`src/rtl/dcb_pkg.sv`:
```
package dcb_pkg;
    localparam int NCH         = 12;
    localparam int CODE_W      = 8;
    localparam int SEL_W       = 4;
    localparam int OP_W        = 4;
    localparam int WORD_W      = SEL_W + OP_W + CODE_W;
    localparam int SEL_LSB     = 0;
    localparam int OP_LSB      = SEL_LSB + SEL_W;
    localparam int CODE_LSB    = OP_LSB + OP_W;
    localparam int SHARED_BASE = 4;
    localparam int N_SHARED    = NCH - SHARED_BASE;

    typedef enum logic [OP_W-1:0] {
        OP_LOAD    = 4'b0000,
        OP_RELEASE = 4'b0001
    } chan_op_e;

    typedef enum logic [OP_W-1:0] {
        GOP_BCAST  = 4'b1100,
        GOP_RELALL = 4'b1101,
        GOP_RESET  = 4'b1110
    } group_op_e;

    typedef struct packed {
        logic              ld_one;
        logic              rel_one;
        logic              ld_all;
        logic              rel_all;
        logic              clr_all;
        logic [NCH-1:0]    ch_hot;
        logic [CODE_W-1:0] code;
    } dcb_action_t;

    function automatic logic sel_is_channel(input logic [SEL_W-1:0] sel);
        return (sel != '0) && (int'(sel) <= NCH);
    endfunction
endpackage

```
`src/rtl/dcb_cmd_decode.sv`:
```
module dcb_cmd_decode
    import dcb_pkg::*;
(
    input  logic              clk,
    input  logic              rst,
    input  logic [WORD_W-1:0] word,
    input  logic              exec,
    output dcb_action_t       act
);
    logic [SEL_W-1:0] sel;
    logic [OP_W-1:0]  op;

    assign sel = word[SEL_LSB +: SEL_W];
    assign op  = word[OP_LSB +: OP_W];

    always_comb begin
        act      = '0;
        act.code = word[CODE_LSB +: CODE_W];
        if (exec) begin
            if (sel == '0) begin
                case (op)
                    GOP_BCAST:  act.ld_all  = 1'b1;
                    GOP_RELALL: act.rel_all = 1'b1;
                    GOP_RESET:  act.clr_all = 1'b1;
                    default:    ;
                endcase
            end else if (sel_is_channel(sel)) begin
                for (int i = 0; i < NCH; i++)
                    act.ch_hot[i] = (sel == SEL_W'(i + 1));
                case (op)
                    OP_LOAD:    act.ld_one  = 1'b1;
                    OP_RELEASE: act.rel_one = 1'b1;
                    default:    ;
                endcase
            end
        end
    end

    // a decoded word never addresses more than one channel
    p_single_target_r1: assert property (@(posedge clk) disable iff (rst)
        $onehot0(act.ch_hot));
    // at most one action kind per word
    p_one_action_r1: assert property (@(posedge clk) disable iff (rst)
        $countones({act.ld_one, act.rel_one, act.ld_all, act.rel_all, act.clr_all}) <= 1);
    // no strobe, no action
    p_idle_quiet_r10: assert property (@(posedge clk) disable iff (rst)
        !exec |-> !(act.ld_one || act.rel_one || act.ld_all || act.rel_all || act.clr_all));
endmodule

```
`src/rtl/dcb_code_bank.sv`:
```
module dcb_code_bank
    import dcb_pkg::*;
(
    input  logic                       clk,
    input  logic                       rst,
    input  logic                       ld_one,
    input  logic                       ld_all,
    input  logic                       clr_all,
    input  logic [NCH-1:0]             ch_hot,
    input  logic [CODE_W-1:0]          code,
    output logic [NCH-1:0][CODE_W-1:0] codes_q
);
    for (genvar i = 0; i < NCH; i++) begin : g_chan
        always_ff @(posedge clk) begin
            if (rst || clr_all)
                codes_q[i] <= '0;
            else if (ld_all || (ld_one && ch_hot[i]))
                codes_q[i] <= code;
        end

        // broadcast reaches every channel
        p_bcast_r5: assert property (@(posedge clk) disable iff (rst)
            (ld_all && !clr_all) |=> codes_q[i] == $past(code));
        // addressed load stores the code
        p_load_r2: assert property (@(posedge clk) disable iff (rst)
            (ld_one && ch_hot[i]) |=> codes_q[i] == $past(code));
    end

    // group reset clears all codes
    p_clear_r7: assert property (@(posedge clk) disable iff (rst)
        clr_all |=> codes_q == '0);
    // codes hold without a writing action
    p_hold_r10: assert property (@(posedge clk) disable iff (rst)
        !(ld_one || ld_all || clr_all) |=> $stable(codes_q));
endmodule

```
`src/rtl/dcb_mode_flags.sv`:
```
module dcb_mode_flags
    import dcb_pkg::*;
(
    input  logic                clk,
    input  logic                rst,
    input  logic                ld_one,
    input  logic                rel_one,
    input  logic                rel_all,
    input  logic                clr_all,
    input  logic [N_SHARED-1:0] sh_hot,
    output logic [N_SHARED-1:0] analog_q
);
    for (genvar j = 0; j < N_SHARED; j++) begin : g_pin
        always_ff @(posedge clk) begin
            if (rst || clr_all || rel_all)
                analog_q[j] <= 1'b0;
            else if (sh_hot[j] && ld_one)
                analog_q[j] <= 1'b1;
            else if (sh_hot[j] && rel_one)
                analog_q[j] <= 1'b0;
        end

        // a load on a shared channel turns its pin analog
        p_load_sets_r2: assert property (@(posedge clk) disable iff (rst)
            (ld_one && sh_hot[j] && !clr_all && !rel_all) |=> analog_q[j]);
        // a release on a shared channel hands the pin back
        p_release_r3: assert property (@(posedge clk) disable iff (rst)
            (rel_one && sh_hot[j]) |=> !analog_q[j]);
    end

    // releasing all pins clears every flag
    p_rel_all_r6: assert property (@(posedge clk) disable iff (rst)
        (rel_all || clr_all) |=> analog_q == '0);
    // flags hold when no mode action is decoded
    p_flags_hold_r10: assert property (@(posedge clk) disable iff (rst)
        !(ld_one || rel_one || rel_all || clr_all) |=> $stable(analog_q));
endmodule

```
`src/rtl/dac_code_bank.sv`:
```
module dac_code_bank
    import dcb_pkg::*;
(
    input  logic                  clk,
    input  logic                  rst,
    input  logic [WORD_W-1:0]     cmd_word,
    input  logic                  cmd_exec,
    output logic [NCH*CODE_W-1:0] dac_codes,
    output logic [NCH-1:0]        ana_en
);
    dcb_action_t                act;
    logic [NCH-1:0][CODE_W-1:0] codes_q;
    logic [N_SHARED-1:0]        analog_q;

    dcb_cmd_decode u_dec (
        .clk  (clk),
        .rst  (rst),
        .word (cmd_word),
        .exec (cmd_exec),
        .act  (act)
    );

    dcb_code_bank u_codes (
        .clk     (clk),
        .rst     (rst),
        .ld_one  (act.ld_one),
        .ld_all  (act.ld_all),
        .clr_all (act.clr_all),
        .ch_hot  (act.ch_hot),
        .code    (act.code),
        .codes_q (codes_q)
    );

    dcb_mode_flags u_modes (
        .clk      (clk),
        .rst      (rst),
        .ld_one   (act.ld_one),
        .rel_one  (act.rel_one),
        .rel_all  (act.rel_all),
        .clr_all  (act.clr_all),
        .sh_hot   (act.ch_hot[NCH-1:SHARED_BASE]),
        .analog_q (analog_q)
    );

    assign dac_codes = codes_q;
    assign ana_en    = {analog_q, {SHARED_BASE{1'b1}}};

    // dedicated channels always report analog mode
    p_dedicated_on_r11: assert property (@(posedge clk) disable iff (rst)
        ana_en[SHARED_BASE-1:0] == '1);
    // reset returns the power-on state
    p_reset_state_r9: assert property (@(posedge clk)
        rst |=> (dac_codes == '0 && ana_en == NCH'((1 << SHARED_BASE) - 1)));
    // expander selects leave all outputs alone
    p_expander_sel_r1: assert property (@(posedge clk) disable iff (rst)
        (cmd_exec && cmd_word[3:0] >= 4'd13) |=> ($stable(dac_codes) && $stable(ana_en)));
endmodule

```
`config.mk`:
```
export PLATFORM = sky130hd
export DESIGN_NAME = dac_code_bank
export DESIGN_NICKNAME = d
export VERILOG_FILES = /design/src/rtl/dcb_pkg.sv /design/src/rtl/dcb_cmd_decode.sv /design/src/rtl/dcb_code_bank.sv /design/src/rtl/dcb_mode_flags.sv /design/src/rtl/dac_code_bank.sv
export SDC_FILE = /design/constraint.sdc
export NUM_CORES = 1
export LEC_CHECK = 0
export BUFFER_PORTS_ARGS = -buffer_cell sky130_fd_sc_hd__buf_4
export CORE_MARGIN = 3
export CORE_UTILIZATION = 47
export DETAILED_ROUTE_END_ITERATION = 10
export PLACE_DENSITY = 0.82
export SYNTH_ARGS = -nofsm -noshare
export SYNTH_HDL_FRONTEND = slang
export SYNTH_SLANG_ARGS = --single-unit
```
`constraint.sdc`:
```
create_clock -name clk -period 1.36 [get_ports clk]
set_input_delay 0.136 -clock clk [delete_from_list [all_inputs] [get_ports clk]]
set_output_delay 0.136 -clock clk [all_outputs]
set_load 0.02 [all_outputs]
```
Word-level counts from Yosys, hierarchy flattened
Index checks and enable logic that the tools add are counted.

word-level totals
  input port bits = 19
  output and inout port bits = 108
  word-level logic and storage cells = 110
  register bits = 104

operators by class
  equal/unequal tests = 16
  reduce and logical (&&, ||, !) cells = 46
  multiplexer cells = 27
  order comparisons = 1

operators with widths
  kind                                                    number
  equality test 4 bit (second input constant)             8
  two-way mux 12 bit                                      2
  logical AND 1 bit                                       21
  two-way mux 1 bit                                       21
  two-way mux 17 bit                                      1
  equality test 4 x 3 -> 1 bit (second input constant)    4
  nonzero test 2 bit                                      8
  logical OR 1 bit                                        14
  equality test 4 x 1 -> 1 bit (second input constant)    2
  equality test 4 x 2 -> 1 bit (second input constant)    2
  zero test 4 bit                                         2
  less-or-equal comparator 4 bit (second input constant)  1
  two-way mux 2 bit                                       2
  nonzero test 4 bit                                      1
  two-way mux 3 bit                                       1

Depth between registers and ports, before layout
Gate-level depths: netlist of run 1.

  word-level depth = 8
  depth in mapped cells = 6
  mapped depth without buffers = 4

Modules after synthesis
From an unflattened synthesis of run 1, not the netlist that was laid out.

second synthesis, totals
  cells, all modules = 424
  area total of the unflattened synthesis = 4792.1 µm²

modules (own cells, without submodules)
  module          sequential area each (µm²)  instances  area each (µm²)  cells each
  dcb_code_bank   1921.8                      1          4110.2           340
  dcb_mode_flags  160.2                       1          370.4            36
  dcb_cmd_decode  0.0                         1          277.8            43
  dac_code_bank   0.0                         1          33.8             5

Worst setup path before layout of run 1
OpenSTA, ideal clock, no wires.

  path kind = input-to-reg
  start point = in cmd_word[5]
  end point = reg u_codes.codes_q[40] (netlist name)
  arrival = 1.336 ns
  slack = -0.051 ns
  library setup time = 0.075 ns
  cell stages on the path = 6
  path buffers = 2
  data required time = 1.285 ns
  path through = buf_2 nand2b_1 buf_2 nor3_2 o211ai_2 mux2i_1

on the way
  word-level cells in the longest chain between the ends = 7
  elaborated cells between the ends (all ways) = 13
  classes of those cells = eq/ne: 2; mux: 7; reduce/logical: 4

ends and longest elaborated chain
  element                        RTL line              text
  start, declared                dac_code_bank.sv:6    input logic [WORD_W-1:0] cmd_word,
  zero test 4 bit                dcb_cmd_decode.sv:30  case (op)
  two-way mux 1 bit              dcb_cmd_decode.sv:30
  two-way mux 2 bit              dcb_cmd_decode.sv:27  end else if (sel_is_channel(sel)) begin
  two-way mux 2 bit              dcb_cmd_decode.sv:20  if (sel == '0) begin
  two-way mux 17 bit *           dcb_cmd_decode.sv:19  if (exec) begin
  logical AND 1 bit              dcb_code_bank.sv:17   else if (ld_all || (ld_one && ch_hot[i]))
  logical OR 1 bit               dcb_code_bank.sv:17
  end signal, assigned by index  dcb_code_bank.sv:18   codes_q[i] <= code;
  end, declared                  dcb_code_bank.sv:11   output logic [NCH-1:0][CODE_W-1:0] codes_q

Every way passes the cells marked *; elsewhere a longest branch is shown, timed or not.
A chain may end at the register's enable or synchronous reset.

Worst setup path after layout of run 1
  start point = in cmd_word[7]
  end point = reg u_codes.codes_q[0] (netlist name)

The elaborated chain is that of the path after synthesis.

==> results of run 1 <==
[repair_timing]
action	4_1_cts	5_1_grt
hold endpoints to repair	0	0
endpoints found under the setup margin	0	10
buffers inserted	0	0
gates resized for setup	0	4
[sequential cells by signal, indices dropped and copies added, names as in the netlist]
name	flops
u_modes.analog_q	8
u_codes.codes_q	96
[stage by stage]
stage	worst slack (ns)	util
detailed placement	-0.344	0.653
global route	0.0174	0.673
floorplan	-0.0509	-
global placement	-0.220	0.653
finish	0.0768	0.673
CTS	0.0511	0.672
[layout make-up]
type                       count  area [um2]  area share
clock buffer                   9         124      0.0197
clock inverter                 6        53.8     0.00857
inverter                       4        15.0     0.00239
multi-input combinational    296        2360       0.375
sequential                   104        2080       0.331
tap                          129         161      0.0257
timing repair buffer         175        1490       0.237
[logic make-up after synthesis]
| kind of cell | Yosys count | synth area share |
|---|---|---|
| other cells | 1 | 0.000821 |
| simple gates | 140 | 0.233 |
| mux | 80 | 0.175 |
| buf+inv | 36 | 0.0351 |
| flops | 104 | 0.456 |
| compound gates | 71 | 0.0978 |
| xor+xnor | 1 | 0.00192 |
[how the worst min path moves through the flow]
stage                 start                               end  slack [ns]  cells past startpoint
3_3_place_gp   cmd_word[15]  u_codes.codes_q[95]$_SDFFE_PP0P_        0.42                      3
6_report       cmd_word[15]  u_codes.codes_q[95]$_SDFFE_PP0P_        0.05                      3
5_1_grt         cmd_word[8]  u_codes.codes_q[88]$_SDFFE_PP0P_        0.05                      3
3_5_place_dp    cmd_word[8]  u_codes.codes_q[88]$_SDFFE_PP0P_        0.43                      3
2_1_floorplan   cmd_word[8]  u_codes.codes_q[88]$_SDFFE_PP0P_        0.28                      2
4_1_cts        cmd_word[15]  u_codes.codes_q[95]$_SDFFE_PP0P_        0.03                      3
[report_power, final]
part	switching, uW	internal (uW)	leakage (uW)
combinational	266	227	0.00206
clock	1110	688	0.0000818
sequential	4.75	3050	0.000837
total	1380	3970	0.00298
[per-layer routing]
layer | wire length (um) | part of all wire
met5 | 0 | 0
met2 | 6470 | 0.50
met3 | 708 | 0.055
met1 | 5550 | 0.43
met4 | 217 | 0.017
[worst reg2reg max path: cells and delay by family (launching register included)]
family | cells | cell delay (ns)
compound gates | 2 | 0.31
flops | 1 | 0.35
[cell usage in the layout (no fill, tap or decap), types with 4 or more instances in the layout]
master    netlist  final
nand2b_1        4      4
nor2_1          6      6
buf_4           4    161
dfxtp_1       104    104
conb_1          1      4
mux2i_1        80     80
o21ai_0        16     16
clkbuf_8        0      9
nand3_1         9      9
nor3_1          6      6
nor3_2          4      4
o211ai_1        8      8
a311oi_1        7      7
nand3b_1       88     88
buf_12          0     14
o21ai_2         4      5
inv_1           4      4
a21oi_1        25     24
==> impl_metrics.toml, run 1 <==
[grt]
busiest_layer = "met2"
grt_use_met3 = 0.0401
grt_antenna_before_repair = 0
grt_max_degree = 30
gr-usage-met1 = 0.283
globalRouteOverflowTotal = 0
grt_pass1_vias = 4097
track_usage = 0.232
grt_pass1_wl_um = 20600
grt_use_met2 = 0.413

[routing]
drt_iter0_drc = 264
vias = 4044
via_per_inst = 5.59
postRouteAntennaNets = 0
dr.pass1.iters = 5
drc = 0
wirelength_um = 12900
wl_per_cell_um = 17.9

[finish]
diodes = 0
design_area_um2 = 6280
stdcell_count = 723
drive_gt1_frac = 0.364
fillerInstances = 746
area.growth.synth_to_final_pct = 37.6
nNetsFinal = 609

[worst_setup_path]
r2r_start = "u_modes.analog_q[3]$_SDFFE_PP0P_"
end_kind = "register"
startpoint = "cmd_word[7]"
cp_data_required_time_ns = 1.65
cpPeakStageDelay_ns = 0.46
path_max_fanout = 4
rr_endpoint = "u_modes.analog_q[3]$_SDFFE_PP0P_"
endpoint = "u_codes.codes_q[0]$_SDFFE_PP0P_"
critPathBufInv = 2
crit_chain = "buf_4 -> or3b_1 -> nor4_1 -> buf_4 -> o21a_2 -> mux2i_1"
worstSetupPathType = "primary input to register"
arrival_ns = 1.58
cp.depth = 6
reg2reg_depth = 2
cp_common_cell = "buf_4"
cp-start-kind = "primary input"
critical_path.top_delay_family = "simple AND/OR/NAND/NOR gates"
crit_slowest_cell = "or3b_1"
rrSetupSlack_ns = 0.62

[placed_design]
dp_cells = 708
port_buffers = 122
place.gp.congestion = 0.935
placed_cell_area_um2 = 6090
hpwl_um = 9270

[sta]
setup_viol = 0
report.final.slew_viol_count = 0
fmax_mhz = 779
rsz0062_at_grt = "no"
fin_crit_ns = 1.28
hold_violations = 0
holdWs_ns = 0.0452
relSlewSlack = 0.576
tightest_slew_ns = 0.635
fin_crit_sh = 0.944
fin_skew_ns = 0
fin_tns_setup_ns = 0

[floorplanning]
die-area_um2 = 10900
die_w_um = 105
core_area_um2 = 9330
io_pins = 127
initial_core_util = 0.489
rows = 35
die_h_um = 105

[clocking]
htreeDepth = 3
clockBufferDepth = 2
hold_buffers = 0
clkTransAtPathRegs_ns = 0.10
cts_tree = "built"
root_buffer = "clkbuf_8"
clock_latency_ns = 0.36
clock-sinks = 104
cts_buffers = 9

[synthesis]
syn_inst = 433
syn_area_um2 = 4570
yosys-top-cells-count = "104 x dfxtp_1, 88 x nand3b_1, 80 x mux2i_1"
yosysMostFrequentCell = "dfxtp_1"
yosys_warnings = 0
synth_area_leader_cell = "dfxtp_1"
yosysSeqAreaShare = 0.456
synth_top_area_frac = 0.456
synth_area_per_cell_um2 = 10.5
async_flop_share = 0
synth_edf_count = 0
synth_ff_type = "dfxtp_1"
ys_ff_latch = 104
ys_types = 43
yosys-top-cells-area = "dfxtp_1 46%, mux2i_1 18%, nand3b_1 14%"

[power_and_ir_drop]
vdd_drop_max_mv = 0.599
power_uw = 5350
power_density_nw_per_um2 = 852
p_leak_uw = 0.00298

[run]
drv_cap = 0

[hold_path]
hold_class = "primary input to register"

[outcome]
status = "finished clean"
Note: power is estimated with default switching activity, not from simulation.
==> run 2: changes to the inputs <==
--- a/config.mk
+++ b/config.mk
@@ -5,9 +5,10 @@
 export SDC_FILE = /design/constraint.sdc
 export NUM_CORES = 1
 export LEC_CHECK = 0
+export ABC_AREA = 1
 export BUFFER_PORTS_ARGS = -buffer_cell sky130_fd_sc_hd__buf_4
 export CORE_MARGIN = 3
-export CORE_UTILIZATION = 47
+export CORE_UTILIZATION = 48
 export DETAILED_ROUTE_END_ITERATION = 10
 export PLACE_DENSITY = 0.82
 export SYNTH_ARGS = -nofsm -noshare
==> impl_metrics.toml, run 2 <==
[grt]
track_usage = 0.220
grt_max_degree = 101
globalRouteOverflowTotal = 0
grt_antenna_before_repair = 0
grt_pass1_vias = 4084
grt_pass1_wl_um = 20300

[worst_setup_path]
reg2reg_depth = 4
crit_slowest_cell = "nor2_2"
endpoint = "u_codes.codes_q[16]$_SDFFE_PP0P_"
cpPeakStageDelay_ns = 0.25
crit_chain = "buf_4 -> nor2_2 -> nand3_1 -> buf_4 -> nor2_2 -> buf_12 -> nand2_4 -> a21oi_1 -> nor2_1"
path_max_fanout = 16
end_kind = "register"
cp_data_required_time_ns = 1.61
rr_endpoint = "u_codes.codes_q[16]$_SDFFE_PP0P_"
r2r_start = "u_codes.codes_q[16]$_SDFFE_PP0P_"
worstSetupPathType = "primary input to register"
cp-start-kind = "primary input"
startpoint = "cmd_word[5]"
rrSetupSlack_ns = 0.66
arrival_ns = 1.41

[synthesis]
yosys-top-cells-area = "dfxtp_1 42%, nand3_1 10%, a21oi_1 9.8%"
synth-simple-area-share = 0.324
synth_edf_count = 0
synth_ff_type = "dfxtp_1"
synth_fa_ha_area_frac = 0
ys_ff_latch = 104
synth-compound-area-share = 0.100
async_flop_share = 0
yosysMostFrequentCell = "nand2_1"
synth_area_leader_cell = "dfxtp_1"
synth_top_area_frac = 0.423
syn_area_um2 = 4930
synth_top_family_by_area = "simple AND/OR/NAND/NOR gates"
yosys_warnings = 0
synth-xor-area-share = 0
syn_inst = 729
ys_types = 19
yosysSeqAreaShare = 0.423
synth_area_per_cell_um2 = 6.76
synth.area.mux_share = 0
yosys-top-cells-count = "125 x nand2_1, 121 x nor2_1, 109 x inv_1"

[finish]
largest_reg_flops = 96
reg_top3 = "u_codes.codes_q x96, u_modes.analog_q x8"
stdcell_count = 972
multiInputGateArea_um2 = 2130
layout_common_cells = "139 x buf_4, 125 x nand2_1, 120 x nor2_1, 109 x inv_1, 104 x dfxtp_1"
area.growth.synth_to_final_pct = 25.0
diodes = 0
drive_gt1_frac = 0.213
fillerInstances = 954
layout_commonest_cell = "buf_4"
design_area_um2 = 6160
regArea_um2 = 2080
largest-register = "u_codes.codes_q"
nNetsFinal = 853

[clocking]
clockBufferDepth = 2
clock_latency_ns = 0.35
clock-sinks = 104
cts_buffers = 9
clkTransAtPathRegs_ns = 0.10
htreeDepth = 3
root_buffer = "clkbuf_8"
cts_tree = "built"
hold_buffers = 0

[floorplanning]
core_area_um2 = 9860
rows = 36
die-area_um2 = 11500
die_w_um = 107
die_h_um = 107
initial_core_util = 0.499
io_pins = 127

[power_and_ir_drop]
power_frac_seq = 0.570
swShare = 0.233
power_density_nw_per_um2 = 871
p_leak_uw = 0.00336
p_switching_uw = 1250
power_frac_clock = 0.367
power_uw = 5360
vdd_drop_max_mv = 0.590
p_int_uw = 4110
power_frac_comb = 0.062

[routing]
postRouteAntennaNets = 0
vias = 4645
dr.pass1.iters = 4
wirelength_um = 12500
via_per_inst = 4.78
wl_per_cell_um = 12.9
drt_iter0_drc = 215
drc = 0

[placed_design]
place.gp.congestion = 0.865
dp_cells = 956
port_buffers = 122
hpwl_um = 8330
placed_cell_area_um2 = 5950

[sta]
fin_tns_setup_ns = 0
report.final.slew_viol_count = 0
tightest_slew_ns = 0.571
setup_viol = 0
fin_skew_ns = 0
relSlewSlack = 0.619
rsz0062_at_grt = "no"
fin_crit_ns = 1.17
hold_violations = 0
fmax_mhz = 857
fin_crit_sh = 0.858

[run]
drv_cap = 0

[hold_path]
hold_class = "primary input to register"

[outcome]
status = "finished clean"
-- run 2: final cells by class --
cell class	instances	share of cell area
Multi-Input combinational cell	465	0.346
Tap cell	133	0.0270
Clock inverter	4	0.00853
Timing Repair Buffer	145	0.189
Sequential cell	104	0.338
Clock buffer	12	0.0252
Inverter	109	0.0664
-- run 2: power groups by stage --
stage                     clock (uW)  combinational, uW  sequential [uW]
final                           1970                335             3060
after global routing            2150                363             3060
after CTS                       2020                334             3060
after detailed placement           0                332             3130
after global placement             0                330             3130
after floorplan                    0                164             3140
-- run 2: repair_timing --
action,4_1_cts,5_1_grt
buffers inserted,0,0
setup endpoints to repair,0,5
resized for setup,0,1
-- run 2: cell families after synthesis --
family	Yosys count
AO/OA/AOI/OAI	97
buffers and inverters	163
flip-flops	104
other	1
AND/OR/NAND/NOR	364
-- run 2: per-stage QoR --
stage / utilization / setup slack, ns / hold WS, ns
after floorplan: - / 0.133 / 0.268
after global placement: 0.603 / -0.201 / 0.449
after detailed placement: 0.603 / -0.224 / 0.450
after CTS: 0.624 / 0.169 / 0.134
after global routing: 0.624 / 0.0704 / 0.138
final: 0.624 / 0.194 / 0.159
-- run 2: per-layer routing --
layer / vias to the layer above / global-route usage / routed length, um
met4: 0 / 0.0502 / 139
li1: 2453 / - / -
met2: 125 / 0.337 / 5640
met3: 12 / 0.0696 / 1010
met5: - / 0 / 0
met1: 2055 / 0.303 / 5710
-- run 2: worst min-delay path by stage --
stage,startpoint,to,slack (ns),depth (start not counted)
floorplan,cmd_word[10],u_codes.codes_q[10]$_SDFFE_PP0P_,0.27,2
global placement,u_modes.analog_q[0]$_SDFFE_PP0P_,u_modes.analog_q[0]$_SDFFE_PP0P_,0.45,2
detailed placement,u_modes.analog_q[0]$_SDFFE_PP0P_,u_modes.analog_q[0]$_SDFFE_PP0P_,0.45,2
CTS,cmd_word[9],u_codes.codes_q[25]$_SDFFE_PP0P_,0.13,3
global route,cmd_word[9],u_codes.codes_q[25]$_SDFFE_PP0P_,0.14,3
finish,cmd_word[13],u_codes.codes_q[29]$_SDFFE_PP0P_,0.16,3
-- run 2: critical path, delay by kind of cell --
kind / cells / cell delay (ns)
AOI/OAI and AO/OA: 1 / 0.16
and+or+nand+nor: 5 / 0.67
buffers and inverters: 3 / 0.44
